<file path="config.mk">
export PLATFORM = sky130hd
export DESIGN_NAME = i2c_addr_rx
export DESIGN_NICKNAME = d
export VERILOG_FILES = /design/src/rtl/i2c_rx_pkg.sv /design/src/rtl/i2c_line_sync.sv /design/src/rtl/i2c_rx_core.sv /design/src/rtl/i2c_addr_rx.sv
export SDC_FILE = /design/constraint.sdc
export NUM_CORES = 1
export LEC_CHECK = 0
export BUFFER_PORTS_ARGS = -buffer_cell sky130_fd_sc_hd__buf_4
export CAP_MARGIN = 10
export CELL_PAD_IN_SITES_DETAIL_PLACEMENT = 0
export CELL_PAD_IN_SITES_GLOBAL_PLACEMENT = 1
export CORE_MARGIN = 2
export CORE_UTILIZATION = 40
export DETAILED_ROUTE_END_ITERATION = 8
export PLACE_DENSITY_LB_ADDON = 0.1
export SETUP_SLACK_MARGIN = 0.5
export SKIP_CTS_REPAIR_TIMING = 1
export SYNTH_ARGS = -nofsm -noshare
export SYNTH_HDL_FRONTEND = slang
export SYNTH_HIERARCHICAL = 1
export SYNTH_SLANG_ARGS = --single-unit
</file>
<file path="constraint.sdc">
create_clock -name clk -period 2.4 [get_ports clk]
set_input_delay 0.24 -clock clk [delete_from_list [all_inputs] [get_ports clk]]
set_output_delay 0.24 -clock clk [all_outputs]
set_load 0.05 [all_outputs]
</file>
<file path="src/rtl/i2c_rx_pkg.sv">
package i2c_rx_pkg;
    localparam int unsigned BYTE_W = 8;
    localparam int unsigned CNT_W  = $clog2(BYTE_W + 2);
    localparam int unsigned PFX_W  = 5;
    localparam logic [CNT_W-1:0] CNT_LAST = CNT_W'(BYTE_W);
    localparam logic [CNT_W-1:0] CNT_ACK  = CNT_W'(BYTE_W + 1);
    localparam logic [PFX_W-1:0] TEN_PREFIX = 5'b11110;

    typedef enum logic [2:0] {
        ST_IDLE,
        ST_ADDR_HI,
        ST_ADDR_LO,
        ST_DATA,
        ST_SKIP
    } rx_state_e;

    typedef struct packed {
        rx_state_e          st;
        logic [CNT_W-1:0]   cnt;
        logic [BYTE_W-1:0]  shreg;
        logic [BYTE_W-1:0]  rxbuf;
        logic [BYTE_W-1:0]  adr;
        logic               full;
        logic               ovf;
        logic               irq;
        logic               upd;
        logic               ack;
        logic               mine;
        logic               upd_pend;
        logic               rw;
    } core_regs_t;
endpackage

</file>
<file path="src/rtl/i2c_line_sync.sv">
module i2c_line_sync #(
    parameter int unsigned LINES  = 2,
    parameter int unsigned STAGES = 2
) (
    input  logic             clk,
    input  logic             rst_n,
    input  logic [LINES-1:0] raw,
    output logic [LINES-1:0] cur,
    output logic [LINES-1:0] prev
);
    localparam int unsigned DEPTH = STAGES + 1;

    for (genvar g = 0; g < LINES; g++) begin : g_line
        logic [DEPTH-1:0] chain_d, chain_q;

        always_comb begin
            chain_d = {chain_q[DEPTH-2:0], raw[g]};
        end

        always_ff @(posedge clk or negedge rst_n) begin
            if (!rst_n) chain_q <= '1;
            else        chain_q <= chain_d;
        end

        assign cur[g]  = chain_q[STAGES-1];
        assign prev[g] = chain_q[STAGES];
    end
endmodule

</file>
<file path="src/rtl/i2c_rx_core.sv">
module i2c_rx_core
    import i2c_rx_pkg::*;
(
    input  logic              clk,
    input  logic              rst_n,
    input  logic              en,
    input  logic              ten_bit,
    input  logic              scl_s,
    input  logic              scl_p,
    input  logic              sda_s,
    input  logic              sda_p,
    input  logic              adr_wr,
    input  logic [BYTE_W-1:0] adr_wdata,
    input  logic              rd_en,
    input  logic              clr_irq,
    input  logic              clr_ovf,
    output logic              scl_oe,
    output logic              sda_oe,
    output logic [BYTE_W-1:0] rx_data,
    output logic              buf_full,
    output logic              ovf,
    output logic              irq,
    output logic              upd_req,
    output logic              rw_status
);
    core_regs_t d, q;
    logic start_c, stop_c, rise_c, fall_c, hi_hit, take;

    assign start_c = scl_s && scl_p && sda_p && !sda_s;
    assign stop_c  = scl_s && scl_p && !sda_p && sda_s;
    assign rise_c  = scl_s && !scl_p;
    assign fall_c  = !scl_s && scl_p;

    assign hi_hit = ten_bit
        ? ((q.shreg[BYTE_W-1:BYTE_W-PFX_W] == TEN_PREFIX) &&
           (q.shreg[BYTE_W-1:1] == q.adr[BYTE_W-1:1]) && !q.shreg[0])
        : (q.shreg[BYTE_W-1:1] == q.adr[BYTE_W-1:1]);

    always_comb begin
        d    = q;
        take = 1'b0;
        if (adr_wr) begin
            d.adr = adr_wdata;
            d.upd = 1'b0;
        end
        if (rd_en)   d.full = 1'b0;
        if (clr_irq) d.irq  = 1'b0;
        if (clr_ovf) d.ovf  = 1'b0;

        if (!en) begin
            d.st = ST_IDLE; d.cnt = '0; d.ack = 1'b0;
            d.mine = 1'b0; d.upd_pend = 1'b0; d.upd = 1'b0;
        end else if (start_c) begin
            d.st = ST_ADDR_HI; d.cnt = '0; d.ack = 1'b0;
            d.mine = 1'b0; d.upd_pend = 1'b0;
        end else if (stop_c) begin
            d.st = ST_IDLE; d.cnt = '0; d.ack = 1'b0;
            d.mine = 1'b0; d.upd_pend = 1'b0;
        end else if (q.st != ST_IDLE) begin
            if (rise_c) begin
                if (q.cnt < CNT_LAST) begin
                    d.shreg = {q.shreg[BYTE_W-2:0], sda_s};
                    d.cnt   = q.cnt + 1'b1;
                end else if (q.cnt == CNT_LAST) begin
                    d.cnt = CNT_ACK;
                end
            end
            if (fall_c && q.cnt == CNT_LAST) begin
                unique case (q.st)
                    ST_ADDR_HI: begin
                        if (hi_hit) begin
                            take       = 1'b1;
                            d.rw       = q.shreg[0];
                            d.upd_pend = ten_bit;
                            d.st = ten_bit ? ST_ADDR_LO
                                           : (q.shreg[0] ? ST_SKIP : ST_DATA);
                        end else begin
                            d.st = ST_SKIP;
                        end
                    end
                    ST_ADDR_LO: begin
                        if (q.shreg == q.adr) begin
                            take       = 1'b1;
                            d.upd_pend = 1'b1;
                            d.st       = ST_DATA;
                        end else begin
                            d.st = ST_SKIP;
                        end
                    end
                    ST_DATA: take = 1'b1;
                    default: ;
                endcase
                if (take) begin
                    d.mine = 1'b1;
                    if (!q.full && !q.ovf) begin
                        d.rxbuf = q.shreg;
                        d.full  = 1'b1;
                        d.ack   = 1'b1;
                    end else if (q.full) begin
                        d.ovf = 1'b1;
                    end
                end
            end else if (fall_c && q.cnt == CNT_ACK) begin
                d.ack      = 1'b0;
                d.cnt      = '0;
                d.mine     = 1'b0;
                d.upd_pend = 1'b0;
                if (q.mine)     d.irq = 1'b1;
                if (q.upd_pend) d.upd = 1'b1;
            end
        end
    end

    always_ff @(posedge clk or negedge rst_n) begin
        if (!rst_n) q <= '{st: ST_IDLE, default: '0};
        else        q <= d;
    end

    assign scl_oe    = q.upd;
    assign sda_oe    = q.ack;
    assign rx_data   = q.rxbuf;
    assign buf_full  = q.full;
    assign ovf       = q.ovf;
    assign irq       = q.irq;
    assign upd_req   = q.upd;
    assign rw_status = q.rw;

    p_ack_needs_room_r6: assert property (@(posedge clk) disable iff (!rst_n)
        $rose(q.ack) |-> ($past(!q.full) && $past(!q.ovf)));

    p_ovf_needs_full_r6: assert property (@(posedge clk) disable iff (!rst_n)
        $rose(q.ovf) |-> $past(q.full));

    p_buf_held_r6: assert property (@(posedge clk) disable iff (!rst_n)
        $past(q.full) |-> $stable(q.rxbuf));

    p_upd_with_irq_r8: assert property (@(posedge clk) disable iff (!rst_n)
        $rose(q.upd) |-> q.irq);

    p_idle_no_ack_r2: assert property (@(posedge clk) disable iff (!rst_n)
        (q.st == ST_IDLE) |-> !q.ack);

    p_ack_after_fill_r3: assert property (@(posedge clk) disable iff (!rst_n)
        $rose(q.ack) |-> q.full);
endmodule

</file>
<file path="src/rtl/i2c_addr_rx.sv">
module i2c_addr_rx
    import i2c_rx_pkg::*;
#(
    parameter int unsigned SYNC_STAGES = 2
) (
    input  logic              clk,
    input  logic              rst_n,
    input  logic              en,
    input  logic              ten_bit,
    input  logic              scl_i,
    input  logic              sda_i,
    output logic              scl_oe,
    output logic              sda_oe,
    input  logic              adr_wr,
    input  logic [BYTE_W-1:0] adr_wdata,
    input  logic              rd_en,
    input  logic              clr_irq,
    input  logic              clr_ovf,
    output logic [BYTE_W-1:0] rx_data,
    output logic              buf_full,
    output logic              ovf,
    output logic              irq,
    output logic              upd_req,
    output logic              rw_status
);
    logic [1:0] line_cur, line_prev;

    i2c_line_sync #(.LINES(2), .STAGES(SYNC_STAGES)) u_sync (
        .clk   (clk),
        .rst_n (rst_n),
        .raw   ({sda_i, scl_i}),
        .cur   (line_cur),
        .prev  (line_prev)
    );

    i2c_rx_core u_core (
        .clk       (clk),
        .rst_n     (rst_n),
        .en        (en),
        .ten_bit   (ten_bit),
        .scl_s     (line_cur[0]),
        .scl_p     (line_prev[0]),
        .sda_s     (line_cur[1]),
        .sda_p     (line_prev[1]),
        .adr_wr    (adr_wr),
        .adr_wdata (adr_wdata),
        .rd_en     (rd_en),
        .clr_irq   (clr_irq),
        .clr_ovf   (clr_ovf),
        .scl_oe    (scl_oe),
        .sda_oe    (sda_oe),
        .rx_data   (rx_data),
        .buf_full  (buf_full),
        .ovf       (ovf),
        .irq       (irq),
        .upd_req   (upd_req),
        .rw_status (rw_status)
    );
endmodule

</file>
==> out/qor.csv, run 1 <==
stage;metric;value;unit
clock_tree;tritoncts;yes;
critical_path;crit_end;u_core/rx_data[7]$_DFFE_PN0P_;
clock_tree;clock_latency;0.30;ns
floorplanning;num_rows;27;
critical_path;cp-start-kind;register;
logic_synthesis;yosysWarningCount;6;
logic_synthesis;syn_avg_cell_area;11.4;sq um
sta;drv_slew;0;
logic_synthesis;netlist_area;2320;sq um
sta;maxSlewHeadroom;0.621;
placed_design;place_ws;0.252;ns
floorplanning;initial_core_util;0.418;
global_routing;use_met1;0.235;
global_routing;top_usage_layer;met1;
critical_path;cp.buffers_inverters;0;
global_routing;grt_overflow;0;
placed_design;portBuffers;32;
cells_and_area;fill_cells;514;
floorplanning;dieArea;6410;sq um
cells_and_area;antennaDiodeCount;0;
critical_path;worstPathArrival;2.35;ns
global_routing;use_met2;0.232;
global_routing;grt_pass1_vias;1583;
floorplanning;core_area;5540;sq um
logic_synthesis;yosys.area_share.simple;0.133;
critical_path;cp_top_family;simple AND/OR/NAND/NOR gates;
route;detail-route-antenna-nets;0;
placed_design;place_congestion;0.834;
critical_path;rr_startpoint;u_core/q[29]$_DFFE_PN0P_;
clock_tree;clk_pin_slew;0.09;ns
logic_synthesis;netlist_instances;204;
global_routing;grt_pass1_wl;7.96;mm
clock_tree;cts_sinks;45;
route;drc;0;
clock_tree;htreeDepth;2;
power_and_ir_drop;power_density;531;nW/um^2
logic_synthesis;synth_top_family_by_area;multiplexers;
critical_path;slowest_stage;dfrtp_2;
global_routing;gr-usage-all-layers;0.160;
route;firstDrtPassIters;4;
critical_path;reg2regPathDepth;6;
route;routed_wl;4.73;mm
critical_path;r2r-end;u_core/rx_data[7]$_DFFE_PN0P_;
logic_synthesis;synth_nets;225;
logic_synthesis;yosysSeqAreaShare;0.489;
floorplanning;dieWidth;80.1;um
logic_synthesis;synthTopCellsByArea;dfrtp_1, mux2_2, dfstp_2, mux2_4, buf_4;
logic_synthesis;synthArstFlopShare;1.00;
cells_and_area;final_common_cell;buf_4;
route;vias;1626;
critical_path;cp_max_fo;5;
global_routing;antenna_found_initial;0;
min_path;hp-class;input pin to register;
logic_synthesis;synth_flop_cell;dfrtp_1;
critical_path;path_cells;xor2_2, nor4_4, o2111ai_2, o22ai_4, nand3_4, mux2_4;
placed_design;dp_hpwl;3.31;mm
clock_tree;clockBufferDepth;2;
sta;max_freq;464;MHz
critical_path;worstSetupStartpoint;u_core/q[29]$_DFFE_PN0P_;
logic_synthesis;yosys_register_bits;45;
floorplanning;die_height;80.1;um
job;drv_cap;0;
critical_path;required;2.59;ns
global_routing;grt_max_degree;46;
sta;skew;0.00920;ns
sta;hold-worst-slack;0.0440;ns
power_and_ir_drop;p_leak;1.25;nW
logic_synthesis;synth_edf_count;0;
route;drt_iter0_drc;82;
route;routedWlPerCell;15.3;um
sta;finalHoldViolCount;0;
status;status;complete, no violations;
critical_path;max_stage_delay;0.46;ns
critical_path;cp-end-kind;register;
cells_and_area;final_nets;257;
logic_synthesis;synth_compound_area_frac;0.117;
sta;finalCritPeriodShare;0.897;
power_and_ir_drop;total_power;1.51;mW
logic_synthesis;synth_top_area_cell;dfrtp_1;
sta;setup_viol;0;
sta;final.setup.worst_slack;0.247;ns
logic_synthesis;synth_top_cell_area_share;0.421;
power_and_ir_drop;max-vdd-ir-drop;0.298;mV
cells_and_area;drive_above_1_share;0.447;
route;routed_via_density;5.26;
critical_path;path_depth;6;
sta;tightest_slew;0.568;ns
cells_and_area;layout_common_cells;buf_4, dfrtp_1, mux2_2, o21ai_0, nor2_1;
global_routing;grt_util_met3;0.0404;
cells_and_area;area_growth;22.7;%
logic_synthesis;synthMuxAreaShare;0.139;
critical_path;r2r_slack;0.25;ns
sta;rsz0062_at_grt;yes;
logic_synthesis;synth-xor-area-share;0.0378;
logic_synthesis;synth_adder_area_share;0.0162;
sta;fin_setup_tns;0;ns
critical_path;critPathKind;register to register;
clock_tree;cts_buffers;5;
clock_tree;clock-root-buffer;clkbuf_8;
floorplanning;ios;33;
logic_synthesis;ys_types;44;
sta;period_minus_slack;2.15;ns
## worst min-delay path by stage
| stage | startpoint | endpoint | slack, ns | depth (start not counted) |
|---|---|---|---|---|
| after global routing | sda_i | u_sync/g_line[1].chain_q[0]$_DFF_PN1_ | 0.02 | 1 |
| after detailed placement | rst_n | u_core/rx_data[5]$_DFFE_PN0P_ | 0.28 | 1 |
| after CTS | rst_n | u_core/rx_data[5]$_DFFE_PN0P_ | -0.05 | 1 |
| final | sda_i | u_sync/g_line[1].chain_q[0]$_DFF_PN1_ | 0.04 | 1 |
| after floorplan | rst_n | u_core/buf_full$_DFF_PN0_ | -0.06 | 0 |
| after global placement | rst_n | u_core/rx_data[4]$_DFFE_PN0P_ | 0.27 | 1 |
## routing by layer
layer	up-vias	wire, um
met5	-	0
met4	0	51
met3	5	234
met2	40	2140
met1	797	2300
li1	784	-
## synth_stat cells (2+ instances only)
library cell	instances
a211oi_1	2
nand4_1	3
ha_1	3
or3_1	2
and2_1	3
nor3_1	5
inv_1	8
mux2_2	17
nand3_1	8
clkbuf_1	6
xnor2_1	3
o21a_1	2
buf_4	13
mux2_4	8
dfstp_2	6
dfrtp_1	39
o31ai_1	3
o21ai_0	17
a21oi_1	5
nand2_1	8
nand2b_1	3
xor2_1	7
nor2_1	11
a31oi_1	2
## per-stage QoR
stage          instances   util  instance area [sq um]
6_report             309  0.513                   2840
5_1_grt              309  0.513                   2840
4_1_cts              300  0.481                   2670
3_5_place_dp         292  0.460                   2550
3_3_place_gp         292  0.460                   2550
2_1_floorplan        204      -                   2320
## report_power, final
group          total, mW  switching [mW]  internal [mW]  leakage, nW
Clock              0.591           0.273          0.318       0.0591
Sequential         0.800          0.0177          0.782        0.582
Combinational      0.118          0.0616         0.0563        0.607
## cell type report
cell class,instances,area (sq um),area share
inverters,8,30.0,0.0106
clock inverters,3,47.5,0.0167
multi-input cells,132,1120,0.395
clock buffers,5,68.8,0.0242
flip-flops and latches,45,1140,0.401
repair buffers,44,345,0.121
well taps,72,90.1,0.0317
## worst register-to-register path: stages, from the launching register on
cell       delay, ns
dfrtp_2         0.46
xor2_2          0.18
nor4_4          0.41
o2111ai_2       0.23
o22ai_4         0.27
nand3_4         0.17
mux2_4          0.34
## cells by family (layout without fill, tap and decap cells)
logic type | Yosys count | count (layout)
and+or+nand+nor | 52 | 53
DFF | 45 | 45
AOI/OAI and AO/OA | 40 | 40
buffers and inverters | 28 | 60
muxes | 26 | 26
xor gates and xnor gates | 10 | 10
adders and majority gates | 3 | 3
## state kept, by name (all words and copies together), names as in the netlist
name and flops:
u_core/q 25, u_core/rx_data 8, u_sync/g_line.chain_q 6, u_core/buf_full 1
u_core/irq 1, u_core/ovf 1, u_core/rw_status 1, u_core/scl_oe 1
u_core/sda_oe 1
Note: power is estimated with default switching activity, not from simulation.
==> inputs of run 2 (changes only) <==
==> constraint.sdc (replaced) <==
create_clock -name clk -period 2.4 [get_ports clk]
set_input_delay 0.48 -clock clk [delete_from_list [all_inputs] [get_ports clk]]
set_output_delay 0.48 -clock clk [all_outputs]
set_load 0.05 [all_outputs]
==> out/qor.csv, run 2 (same netlist as run 1, synthesis figures left out) <==
stage;metric;value;unit
route;routed_via_density;5.27;
placed_design;place_ws;0.252;ns
cells_and_area;fin_area;2830;sq um
cells_and_area;drive_above_1_share;0.449;
sta;max_freq;465;MHz
route;routedWlPerCell;15.3;um
route;firstDrtPassIters;5;
sta;period_minus_slack;2.15;ns
clock_tree;cts_buffers;5;
cells_and_area;regMostFlops;u_core/q;
placed_design;place_congestion;0.834;
critical_path;cp_max_fo;5;
cells_and_area;largest_reg_flops;25;
clock_tree;tritoncts;yes;
placed_design;dp_hpwl;3.31;mm
power_and_ir_drop;p_comb_frac;0.077;
floorplanning;core_area;5540;sq um
floorplanning;ios;33;
clock_tree;clk_pin_slew;0.09;ns
floorplanning;dieWidth;80.1;um
sta;drv_slew;0;
route;drc;0;
sta;fin_setup_tns;0;ns
sta;tightest_slew;0.568;ns
critical_path;cp_top_family;simple AND/OR/NAND/NOR gates;
clock_tree;htreeDepth;2;
cells_and_area;fill_cells;515;
placed_design;placed_area;2550;sq um
cells_and_area;final_nets;256;
critical_path;critPathKind;register to register;
power_and_ir_drop;p_leak;1.24;nW
floorplanning;initial_core_util;0.418;
sta;finalHoldViolCount;0;
min_path;hp-class;input pin to async pin;
placed_design;dp.cells;292;
global_routing;grt_pass1_wl;7.96;mm
floorplanning;num_rows;27;
power_and_ir_drop;max-vdd-ir-drop;0.297;mV
clock_tree;clock-root-buffer;clkbuf_8;
power_and_ir_drop;p_clk_frac;0.393;
power_and_ir_drop;power_density;533;nW/um^2
sta;skew;0.00959;ns
cells_and_area;final_common_cell;buf_4;
critical_path;cp-start-kind;register;
route;routed_wl;4.72;mm
cells_and_area;stdcell_count;308;
critical_path;path_cells;xor2_2, nor4_4, o2111ai_2, o22ai_4, nand3_4, mux2_4;
floorplanning;die_height;80.1;um
power_and_ir_drop;intPower;1.16;mW
route;vias;1623;
sta;setup_viol;0;
route;drt_iter0_drc;83;
power_and_ir_drop;total_power;1.51;mW
critical_path;cp.buffers_inverters;0;
clock_tree;cts_sinks;45;
global_routing;grt_overflow;0;
critical_path;worstPathArrival;2.35;ns
sta;finalCritPeriodShare;0.896;
global_routing;gr-usage-all-layers;0.160;
job;drv_cap;0;
power_and_ir_drop;p_switching;355;uW
critical_path;cp-end-kind;register;
sta;maxSlewHeadroom;0.621;
cells_and_area;layout_common_cells;buf_4, dfrtp_1, mux2_2, o21ai_0, nor2_1;
route;detail-route-antenna-nets;0;
power_and_ir_drop;swShare;0.235;
status;status;complete, no violations;
global_routing;antenna_found_initial;0;
floorplanning;dieArea;6410;sq um
cells_and_area;antennaDiodeCount;0;
global_routing;grt_max_degree;46;
sta;rsz0062_at_grt;yes;
placed_design;portBuffers;32;
clock_tree;clockBufferDepth;2;
global_routing;grt_pass1_vias;1583;
critical_path;required;2.60;ns
critical_path;slowest_stage;dfrtp_2;
critical_path;max_stage_delay;0.46;ns
power_and_ir_drop;p_seq_frac;0.530;
sta;final.setup.worst_slack;0.249;ns
cells_and_area;area_growth;22.3;%
clock_tree;clock_latency;0.30;ns
## run 2: layer usage
| metal | GRT usage | vias up | wire length [um] |
|---|---|---|---|
| met5 | 0 | - | 0 |
| met4 | 0.0458 | 0 | 51 |
| met3 | 0.0404 | 6 | 271 |
| met2 | 0.232 | 47 | 2110 |
| met1 | 0.235 | 788 | 2290 |
| li1 | - | 782 | - |
## run 2: power groups by stage
| stage | Combinational (mW) | Sequential [mW] | Clock [mW] |
|---|---|---|---|
| after global placement | 0.111 | 0.813 | 0 |
| after detailed placement | 0.113 | 0.814 | 0 |
| after global routing | 0.129 | 0.803 | 0.657 |
| after CTS | 0.113 | 0.799 | 0.611 |
| final | 0.117 | 0.800 | 0.594 |
| after floorplan | 0.0636 | 0.812 | 0 |
## run 2: cell type report
type | count | area, sq um | area share
clock inverter | 3 | 47.5 | 0.0168
inverter | 8 | 30.0 | 0.0106
tap | 72 | 90.1 | 0.0318
sequential | 45 | 1140 | 0.402
timing repair buffer | 43 | 335 | 0.118
multi-input combinational | 132 | 1120 | 0.396
clock buffer | 5 | 68.8 | 0.0243
## run 2: path summary, 6_finish.rpt
| path | start | to | slack (ns) | cells past startpoint |
|---|---|---|---|---|
| max | u_core/q[29]$_DFFE_PN0P_ | u_core/rx_data[7]$_DFFE_PN0P_ | 0.25 | 6 |
| max in group asynchronous | rst_n | u_core/q[36]$_DFFE_PN0P_ | 1.81 | 1 |
| min in group clk | sda_i | u_sync/g_line[1].chain_q[0]$_DFF_PN1_ | 0.28 | 1 |
| min | rst_n | u_core/rx_data[5]$_DFFE_PN0P_ | 0.17 | 1 |
| min reg2reg | u_sync/g_line[0].chain_q[0]$_DFF_PN1_ | u_sync/g_line[0].chain_q[1]$_DFF_PN1_ | 0.36 | 0 |
| max reg2reg | u_core/q[29]$_DFFE_PN0P_ | u_core/rx_data[7]$_DFFE_PN0P_ | 0.25 | 6 |
## run 2: through the flow
| stage | hold slack [ns] | util |
|---|---|---|
| floorplan | 0.184 | - |
| global placement | 0.346 | 0.460 |
| detailed placement | 0.348 | 0.460 |
| CTS | 0.189 | 0.481 |
| global route | 0.186 | 0.511 |
| finish | 0.166 | 0.511 |
## run 2: worst reg2reg max path, delay by kind of cell, from the launching register on
family	cells	cell delay, ns
and+or+nand+nor	2	0.57
AOI/OAI and AO/OA	2	0.50
xor gates and xnor gates	1	0.18
DFF	1	0.46
muxes	1	0.34
==> inputs of run 3 (changes only) <==
==> constraint.sdc (replaced) <==
create_clock -name clk -period 2.4 [get_ports clk]
set_input_delay 0.72 -clock clk [delete_from_list [all_inputs] [get_ports clk]]
set_output_delay 0.72 -clock clk [all_outputs]
set_load 0.05 [all_outputs]
==> out/qor.csv, run 3 (same netlist as run 1, synthesis figures left out) <==
stage;metric;value;unit
sta;skew;0.00403;ns
cells_and_area;antennaDiodeCount;0;
global_routing;grt_pass1_vias;1594;
status;status;complete, no violations;
critical_path;cp_top_family;simple AND/OR/NAND/NOR gates;
critical_path;max_stage_delay;0.42;ns
route;routed_wl;4.86;mm
sta;finalHoldViolCount;0;
critical_path;reg2regPathDepth;6;
sta;fin_setup_tns;0;ns
power_and_ir_drop;p_leak;1.28;nW
route;firstDrtPassIters;4;
cells_and_area;area_growth;22.6;%
clock_tree;cts_buffers;5;
cells_and_area;final_nets;267;
global_routing;grt_overflow;0;
power_and_ir_drop;power_density;490;nW/um^2
cells_and_area;fill_cells;540;
cells_and_area;layout_common_cells;buf_4, dfrtp_1, mux2_2, o21ai_0, nor2_1;
critical_path;cp-start-kind;register;
cells_and_area;final_common_cell;buf_4;
clock_tree;clock_latency;0.30;ns
sta;tightest_slew;0.564;ns
floorplanning;dieArea;6410;sq um
min_path;hp-class;register to register;
global_routing;antenna_found_initial;0;
critical_path;cp.buffers_inverters;0;
critical_path;r2r-end;u_core/rx_data[0]$_DFFE_PN0P_;
clock_tree;htreeDepth;2;
sta;rsz0062_at_grt;yes;
critical_path;required;2.59;ns
placed_design;place_congestion;0.834;
cells_and_area;regMostFlops;u_core/q;
sta;finalCritPeriodShare;0.862;
placed_design;dp_hpwl;3.35;mm
min_path;min_path_cells;0;
power_and_ir_drop;max-vdd-ir-drop;0.223;mV
route;drt_iter0_drc;76;
route;drc;0;
floorplanning;initial_core_util;0.418;
clock_tree;clock-root-buffer;clkbuf_8;
global_routing;gr-usage-all-layers;0.159;
route;detail-route-antenna-nets;0;
floorplanning;die_height;80.1;um
critical_path;slowest_stage;dfrtp_1;
cells_and_area;fin_area;2840;sq um
route;vias;1683;
sta;setup_viol;0;
floorplanning;ios;33;
floorplanning;core_area;5540;sq um
floorplanning;num_rows;27;
cells_and_area;drive_above_1_share;0.462;
clock_tree;tritoncts;yes;
critical_path;worstSetupStartpoint;u_core/q[13]$_DFFE_PN0P_;
critical_path;rr_startpoint;u_core/q[13]$_DFFE_PN0P_;
job;drv_cap;0;
critical_path;path_cells;xor2_2, nor4_4, o2111ai_2, o22ai_4, nand3_4, mux2_4;
critical_path;r2r_slack;0.33;ns
critical_path;critPathKind;register to register;
critical_path;cp_max_fo;5;
critical_path;cp-end-kind;register;
sta;drv_slew;0;
placed_design;placed_area;2550;sq um
global_routing;grt_max_degree;46;
clock_tree;clockBufferDepth;2;
placed_design;portBuffers;32;
route;routed_via_density;5.28;
clock_tree;cts_sinks;45;
global_routing;grt_pass1_wl;7.82;mm
sta;period_minus_slack;2.07;ns
cells_and_area;largest_reg_flops;25;
clock_tree;clk_pin_slew;0.08;ns
critical_path;worstPathArrival;2.26;ns
floorplanning;dieWidth;80.1;um
route;routedWlPerCell;15.2;um
sta;maxSlewHeadroom;0.624;
critical_path;crit_end;u_core/rx_data[0]$_DFFE_PN0P_;
critical_path;path_depth;6;
sta;max_freq;483;MHz
==> run 3: how the worst min path moves through the flow <==
stage	start	endpoint	slack [ns]
finish	u_sync/g_line[0].chain_q[0]$_DFF_PN1_	u_sync/g_line[0].chain_q[1]$_DFF_PN1_	0.36
global route	u_sync/g_line[0].chain_q[0]$_DFF_PN1_	u_sync/g_line[0].chain_q[1]$_DFF_PN1_	0.36
CTS	u_sync/g_line[0].chain_q[0]$_DFF_PN1_	u_sync/g_line[0].chain_q[1]$_DFF_PN1_	0.36
detailed placement	u_sync/g_line[0].chain_q[0]$_DFF_PN1_	u_sync/g_line[0].chain_q[1]$_DFF_PN1_	0.35
global placement	u_sync/g_line[1].chain_q[0]$_DFF_PN1_	u_sync/g_line[1].chain_q[1]$_DFF_PN1_	0.35
floorplan	u_sync/g_line[0].chain_q[0]$_DFF_PN1_	u_sync/g_line[0].chain_q[1]$_DFF_PN1_	0.35
==> run 3: area by class of cell <==
type / instances / area (sq um) / share of cell area
flip-flops and latches: 45 / 1140 / 0.401
multi-input cells: 132 / 1090 / 0.383
repair buffers: 54 / 403 / 0.142
well taps: 72 / 90.1 / 0.0317
clock buffers: 5 / 68.8 / 0.0242
inverters: 8 / 30.0 / 0.0106
clock inverters: 3 / 22.5 / 0.00793
==> run 3: metrics by stage <==
step	setup WS, ns	hold WS (ns)	utilization	total power [mW]	instances
final	0.330	0.358	0.512	1.39	319
after global routing	0.213	0.362	0.512	1.46	319
after CTS	0.239	0.359	0.477	1.40	300
after detailed placement	0.248	0.347	0.460	0.927	292
after global placement	0.318	0.346	0.460	0.924	292
after floorplan	0.432	0.345	-	0.875	204
==> run 3: layer usage <==
layer / track usage / wire length [um]
met1: 0.227 / 2300
met2: 0.240 / 2290
met3: 0.0382 / 223
met4: 0.0508 / 42
met5: 0 / 0
==> run 3: worst reg2reg max path: stages, from the launching register on <==
cell       delay (ns)
dfrtp_1          0.42
xor2_2           0.20
nor4_4           0.36
o2111ai_2        0.21
o22ai_4          0.27
nand3_4          0.16
mux2_4           0.34
==> run 3: power breakdown <==
part           switching (mW)  internal, mW
registers              0.0171         0.782
logic                  0.0645        0.0574
clock network           0.263         0.207
